[config.mk]
export PLATFORM = sky130hd
export DESIGN_NAME = ow_slave_phy
export DESIGN_NICKNAME = d
export VERILOG_FILES = /design/src/rtl/ow_phy_pkg.sv /design/src/rtl/ow_edge_filter.sv /design/src/rtl/ow_slot_engine.sv /design/src/rtl/ow_slave_phy.sv
export SDC_FILE = /design/constraint.sdc
export NUM_CORES = 1
export LEC_CHECK = 0
export CORE_ASPECT_RATIO = 2
export CORE_MARGIN = 2
export CORE_UTILIZATION = 59
export CTS_CLUSTER_SIZE = 20
export DETAILED_ROUTE_END_ITERATION = 16
export GPL_ROUTABILITY_DRIVEN = 1
export PLACE_DENSITY = 0.78
export SLEW_MARGIN = 40
export SYNTH_ARGS = -nofsm -noshare
export SYNTH_HDL_FRONTEND = slang
export SYNTH_HIERARCHICAL = 1
export SYNTH_SLANG_ARGS = --single-unit
[constraint.sdc]
create_clock -name clk -period 2.71 [get_ports clk]
set_input_delay 0.271 -clock clk [delete_from_list [all_inputs] [get_ports clk]]
set_output_delay 0.271 -clock clk [all_outputs]
set_load 0.005 [all_outputs]
[src/rtl/ow_phy_pkg.sv]
package ow_phy_pkg;
  typedef enum logic [1:0] {
    ST_IDLE,
    ST_LOW,
    ST_PDH,
    ST_PDL
  } slot_state_e;

  localparam int RST_US  = 480;  // minimum low time of a bus reset
  localparam int ERR_US  = 120;  // longest low time still taken as a slot
  localparam int SAMP_US = 30;   // write sample point
  localparam int REL_US  = 30;   // read-zero release point
  localparam int PDH_US  = 30;   // wait before presence
  localparam int PDL_US  = 120;  // presence pulse length
endpackage

[src/rtl/ow_edge_filter.sv]
module ow_edge_filter #(
  parameter int FILT_CYC    = 3,
  parameter int CLKS_PER_US = 50,
  parameter int HOLD_US     = 2
) (
  input  logic clk,
  input  logic rst_n,
  input  logic line_i,
  output logic fall_o,
  output logic rise_o
);
  localparam int HOLD_C = HOLD_US * CLKS_PER_US;
  localparam int HW     = $clog2(HOLD_C + 1);
  localparam int FW     = $clog2(FILT_CYC + 1);
  localparam logic [HW-1:0] K_HOLD = HW'(HOLD_C);
  localparam logic [FW-1:0] K_FILT = FW'(FILT_CYC - 1);

  logic          line_q;
  logic          lvl_lo;
  logic [FW-1:0] lo_run;
  logic [HW-1:0] hold;

  always_ff @(posedge clk or negedge rst_n) begin
    if (!rst_n) begin
      line_q <= 1'b1;
      lvl_lo <= 1'b0;
      lo_run <= '0;
      hold   <= '0;
      fall_o <= 1'b0;
      rise_o <= 1'b0;
    end else begin
      line_q <= line_i;
      fall_o <= 1'b0;
      rise_o <= 1'b0;
      if (lvl_lo) begin
        if (line_q) begin
          lvl_lo <= 1'b0;
          rise_o <= 1'b1;
          hold   <= K_HOLD;
        end
      end else if (hold != '0) begin
        hold   <= hold - 1'b1;
        lo_run <= '0;
      end else if (!line_q) begin
        if (lo_run == K_FILT) begin
          lvl_lo <= 1'b1;
          fall_o <= 1'b1;
          lo_run <= '0;
        end else begin
          lo_run <= lo_run + 1'b1;
        end
      end else begin
        lo_run <= '0;
      end
    end
  end
endmodule

[src/rtl/ow_slot_engine.sv]
module ow_slot_engine
  import ow_phy_pkg::*;
#(
  parameter int CLKS_PER_US = 50
) (
  input  logic clk,
  input  logic rst_n,
  input  logic fall_i,
  input  logic rise_i,
  input  logic tx_valid_i,
  input  logic tx_bit_i,
  output logic tx_ready_o,
  output logic pull_o,
  output logic bus_reset_o,
  output logic bus_err_o,
  output logic rx_valid_o,
  output logic rx_bit_o
);
  localparam int T_RST = RST_US * CLKS_PER_US;
  localparam int CW    = $clog2(T_RST + 1);
  localparam logic [CW-1:0] K_RST  = CW'(T_RST);
  localparam logic [CW-1:0] K_ERR  = CW'(ERR_US * CLKS_PER_US);
  localparam logic [CW-1:0] K_SAMP = CW'(SAMP_US * CLKS_PER_US);
  localparam logic [CW-1:0] K_REL  = CW'(REL_US * CLKS_PER_US);
  localparam logic [CW-1:0] K_PDH  = CW'(PDH_US * CLKS_PER_US - 1);
  localparam logic [CW-1:0] K_PDL  = CW'(PDL_US * CLKS_PER_US - 1);

  slot_state_e   state;
  logic [CW-1:0] cnt;
  logic          rd_slot;
  logic          rd_zero;

  assign tx_ready_o = (state == ST_IDLE) && fall_i;
  assign pull_o     = (state == ST_PDL) ||
                      ((state == ST_LOW) && rd_zero && (cnt < K_REL));

  always_ff @(posedge clk or negedge rst_n) begin
    if (!rst_n) begin
      state       <= ST_IDLE;
      cnt         <= '0;
      rd_slot     <= 1'b0;
      rd_zero     <= 1'b0;
      bus_reset_o <= 1'b0;
      bus_err_o   <= 1'b0;
      rx_valid_o  <= 1'b0;
      rx_bit_o    <= 1'b0;
    end else begin
      bus_reset_o <= 1'b0;
      bus_err_o   <= 1'b0;
      rx_valid_o  <= 1'b0;
      unique case (state)
        ST_IDLE: if (fall_i) begin
          state   <= ST_LOW;
          cnt     <= '0;
          rd_slot <= tx_valid_i;
          rd_zero <= tx_valid_i && !tx_bit_i;
        end
        ST_LOW: begin
          if (cnt != K_RST) cnt <= cnt + 1'b1;
          if (rise_i) begin
            state <= ST_IDLE;
            if (cnt >= K_RST) begin
              bus_reset_o <= 1'b1;
              state       <= ST_PDH;
              cnt         <= '0;
            end else if (cnt > K_ERR) begin
              bus_err_o <= 1'b1;
            end else if (!rd_slot) begin
              rx_valid_o <= 1'b1;
              rx_bit_o   <= (cnt < K_SAMP);
            end
          end
        end
        ST_PDH: begin
          cnt <= cnt + 1'b1;
          if (cnt == K_PDH) begin
            state <= ST_PDL;
            cnt   <= '0;
          end
        end
        ST_PDL: begin
          cnt <= cnt + 1'b1;
          if (cnt == K_PDL) state <= ST_IDLE;
        end
        default: state <= ST_IDLE;
      endcase
    end
  end
endmodule

[src/rtl/ow_slave_phy.sv]
module ow_slave_phy #(
  parameter int CLKS_PER_US = 50,
  parameter int FILT_CYC    = 3,
  parameter int HOLD_US     = 2
) (
  input  logic clk,
  input  logic rst_n,
  input  logic line_i,
  output logic pull_o,
  output logic bus_reset_o,
  output logic bus_err_o,
  output logic rx_valid_o,
  output logic rx_bit_o,
  input  logic tx_valid_i,
  input  logic tx_bit_i,
  output logic tx_ready_o
);
  logic fall;
  logic rise;

  ow_edge_filter #(
    .FILT_CYC    (FILT_CYC),
    .CLKS_PER_US (CLKS_PER_US),
    .HOLD_US     (HOLD_US)
  ) u_filt (
    .clk    (clk),
    .rst_n  (rst_n),
    .line_i (line_i),
    .fall_o (fall),
    .rise_o (rise)
  );

  ow_slot_engine #(
    .CLKS_PER_US (CLKS_PER_US)
  ) u_eng (
    .clk         (clk),
    .rst_n       (rst_n),
    .fall_i      (fall),
    .rise_i      (rise),
    .tx_valid_i  (tx_valid_i),
    .tx_bit_i    (tx_bit_i),
    .tx_ready_o  (tx_ready_o),
    .pull_o      (pull_o),
    .bus_reset_o (bus_reset_o),
    .bus_err_o   (bus_err_o),
    .rx_valid_o  (rx_valid_o),
    .rx_bit_o    (rx_bit_o)
  );
endmodule

==> flow_metrics.py <==
metrics = {
    "synth": {
        "yosys-top-cells-count": "dfrtp_1 (35), nand2_1 (28), clkbuf_1 (17)",
        "synth_largest_type_area_fraction": 0.416,
        "synth-seq-area-share": 0.429,
        "synth.avg_cell_area_sq_um": 8.84,
        "dominant_combinational_cell_family_by_area_after_synthesis": "simple AND/OR/NAND/NOR gates",
        "synth_top_cells_by_area": "dfrtp_1 (42%), nand2_1 (5.0%), o21ai_0 (3.3%)",
        "synth-edff-count": 0,
        "synth.distinct_cells": 58,
        "post_synth_mux_area_share": 0.0161,
        "top_cell_type_by_total_area_after_synthesis": "dfrtp_1",
        "synth_most_common_cell": "dfrtp_1",
        "mapped_nets": 246,
        "synth_warnings": 6,
        "simple_gate_portion_of_the_synthesized_area": 0.290,
        "ys_async_sr_fraction": 1.00,
        "synthesis.area_sq_um": 2100,
        "synth_xor_area_frac": 0.0167,
        "synth-seq-cells": 36,
        "dominantRegCellSynth": "dfrtp_1",
        "synth_compound_area_frac": 0.171,
        "post_synth_inst_count": 238,
        "synth_adder_area_share": 0.0178,
    },
    "run": {
        "drv_cap": 0,
    },
    "routing": {
        "drt-wirelength-per-cell_um": 16.5,
        "num_vias": 1770,
        "route.final.wire_length_mm": 4.77,
        "drt_pre_antenna_iters": 4,
        "post_drt_via_cell_ratio": 6.12,
        "postRouteAntennaNets": 0,
        "post-route-drc-count": 0,
        "dr_iter_0_viols": 87,
    },
    "timing": {
        "setup_repair_after_global_routing_missed_its_margin": "false",
        "final.setup.tns_ns": 0,
        "timing_worst_slew_pin_value_ns": 0.501,
        "finalHoldViolations": 0,
        "layout_setup_ws_ns": 0.140,
        "max_slew_headroom": 0.666,
        "fin_hold_ws_ns": 0.389,
        "final_max_slew_viol_count": 0,
        "fin_worst_skew_ns": 0.00644,
        "report.final.setup_viol": 0,
        "clock.fmax_mhz": 389,
        "finalWorstPathRequiredPeriod_ns": 2.57,
        "final_min_period_over_clock_period": 0.948,
    },
    "critical_path": {
        "endpoint_kind": "primary output",
        "critical_path_start_type": "flip-flop",
        "crit_path_max_fanout": 10,
        "critPathKind": "reg2out",
        "required_time_at_the_endpoint_of_the_critical_path_ns": 2.44,
        "worst-endpoint-arrival_ns": 2.30,
    },
    "clock_tree": {
        "cts.sinks": 36,
        "insertion_delay_ns": 0.29,
        "post-cts-setup-buffers": 0,
        "clkSlewWorstSetupHoldPaths_ns": 0.07,
        "total_clock_buffers_created_by_cts": 5,
        "htree_num_levels": 2,
        "root_cell_of_the_clock_tree": "clkbuf_8",
        "tritoncts": "yes",
        "cts_buffer_depth": 2,
    },
    "finish": {
        "largest_register_ffs": 15,
        "final_net_count": 248,
        "synthToLayoutAreaGrowth_pct": 9.22,
        "diodes": 0,
        "fin_cells": 289,
        "layout_cells_sized_above_1": 0.108,
        "top_register": "u_eng/cnt",
        "layout_top_registers": "u_eng/cnt: 15 flops, u_filt/hold: 7 flops, u_filt/lo_run: 2 flops",
    },
    "grt": {
        "grt_overflow_total": 0,
        "grt_antenna_before_repair": 0,
        "grt_pass1_wl_mm": 7.98,
        "gr_util_all_layers": 0.269,
        "vias_in_the_first_global_route": 1665,
        "grt_start_max_net_pins": 37,
    },
    "power": {
        "power-per-cell-area_nw_per_um2": 638,
        "vdd_drop_max_v": 0.000521,
        "static-leakage-power_nw": 0.988,
        "total_power_mw": 1.47,
    },
    "floorplanning": {
        "num_io_pins": 11,
        "chipWidth_um": 46.2,
        "initial_utilization": 0.616,
        "die_height_um": 88.4,
        "placement_rows": 30,
        "floorplan.die_area_sq_um": 4090,
        "fp.coreArea_sq_um": 3420,
    },
    "place": {
        "worst_setup_slack_post_dpl_ns": 0.287,
        "dpl.hpwl_mm": 3.48,
        "placedCellCount": 280,
        "gp_routability_congestion": 0.881,
        "port_buffers": 10,
    },
    "worst_hold_path": {
        "min_path_type": "in2reg",
    },
    "status": {
        "status": "finished clean",
    },
}
## per-layer routing
layer / global-route usage / vias to the layer above / wire length, um
li1: - / 857 / -
met1: 0.294 / 858 / 1770
met2: 0.491 / 43 / 2730
met3: 0.0306 / 12 / 130
met4: 0.114 / 0 / 137
met5: 0 / - / 0
## per-stage QoR
step | instance area [sq um] | util
after floorplan | 2100 | -
after global placement | 2190 | 0.642
after detailed placement | 2190 | 0.642
after CTS | 2280 | 0.669
after global routing | 2300 | 0.673
final | 2300 | 0.673
## critical path, cell delays in order (launching register included)
cell and delay [ns]:
dfrtp_1 0.47, or4_4 0.57, a21oi_1 0.26, a21oi_1 0.12, nor2_1 0.09, clkdlybuf4s50_1 0.50
## power by group
part           total, mW  internal [mW]  switching (mW)
sequential         0.738          0.619           0.119
clock              0.393          0.207           0.186
combinational      0.335          0.169           0.166
total               1.47          0.996           0.470
## path summary, 6_finish.rpt
check                         startpoint  cells past startpoint  slack, ns          endpoint
setup / recovery           u_eng/cnt[11]                      5       0.14            pull_o
min in group asynchronous          rst_n                      2       0.48      u_eng/cnt[3]
setup reg to reg           u_eng/cnt[11]                      5       0.27    u_eng/rx_bit_o
hold reg to reg            u_eng/rd_slot                      1       0.47  u_eng/rx_valid_o
hold / removal                    line_i                      1       0.39     u_filt/line_q
max in group asynchronous          rst_n                      2       1.89     u_filt/line_q
## final cells by class
cell class	instances	area, sq um
clock buffers	8	90.1
flip-flops and latches	36	902
multi-input cells	173	1080
repair buffers	14	130
inverters	10	37.5
fillers	288	1120
well taps	48	60.1
## kinds of logic after synthesis
| family | after synthesis |
|---|---|
| and+or+nand+nor | 109 |
| AOI/OAI and AO/OA | 54 |
| DFF | 36 |
| buffers and inverters | 29 |
| xor gates and xnor gates | 4 |
| muxes | 3 |
| adders and majority gates | 3 |
## layout by cell type, fill, tap and decap left out, types with 4 or more instances in the layout
cell / instances
dfrtp_1: 35
nand2_1: 28
nor2_1: 16
o21ai_0: 14
inv_1: 10
clkdlybuf4s50_1: 9
nand3_1: 9
a21oi_1: 7
nor3_1: 7
o22ai_1: 7
clkbuf_8: 6
a22o_1: 6
nor4_1: 6
nand4_1: 5
and2_1: 5
buf_4: 4
## repair_timing
action	in CTS	in global routing
endpoints found under the hold margin	0	35
resized for setup	0	0
hold buffers	0	1
setup endpoints to repair	0	0
Power figures use the tool's default switching activity.
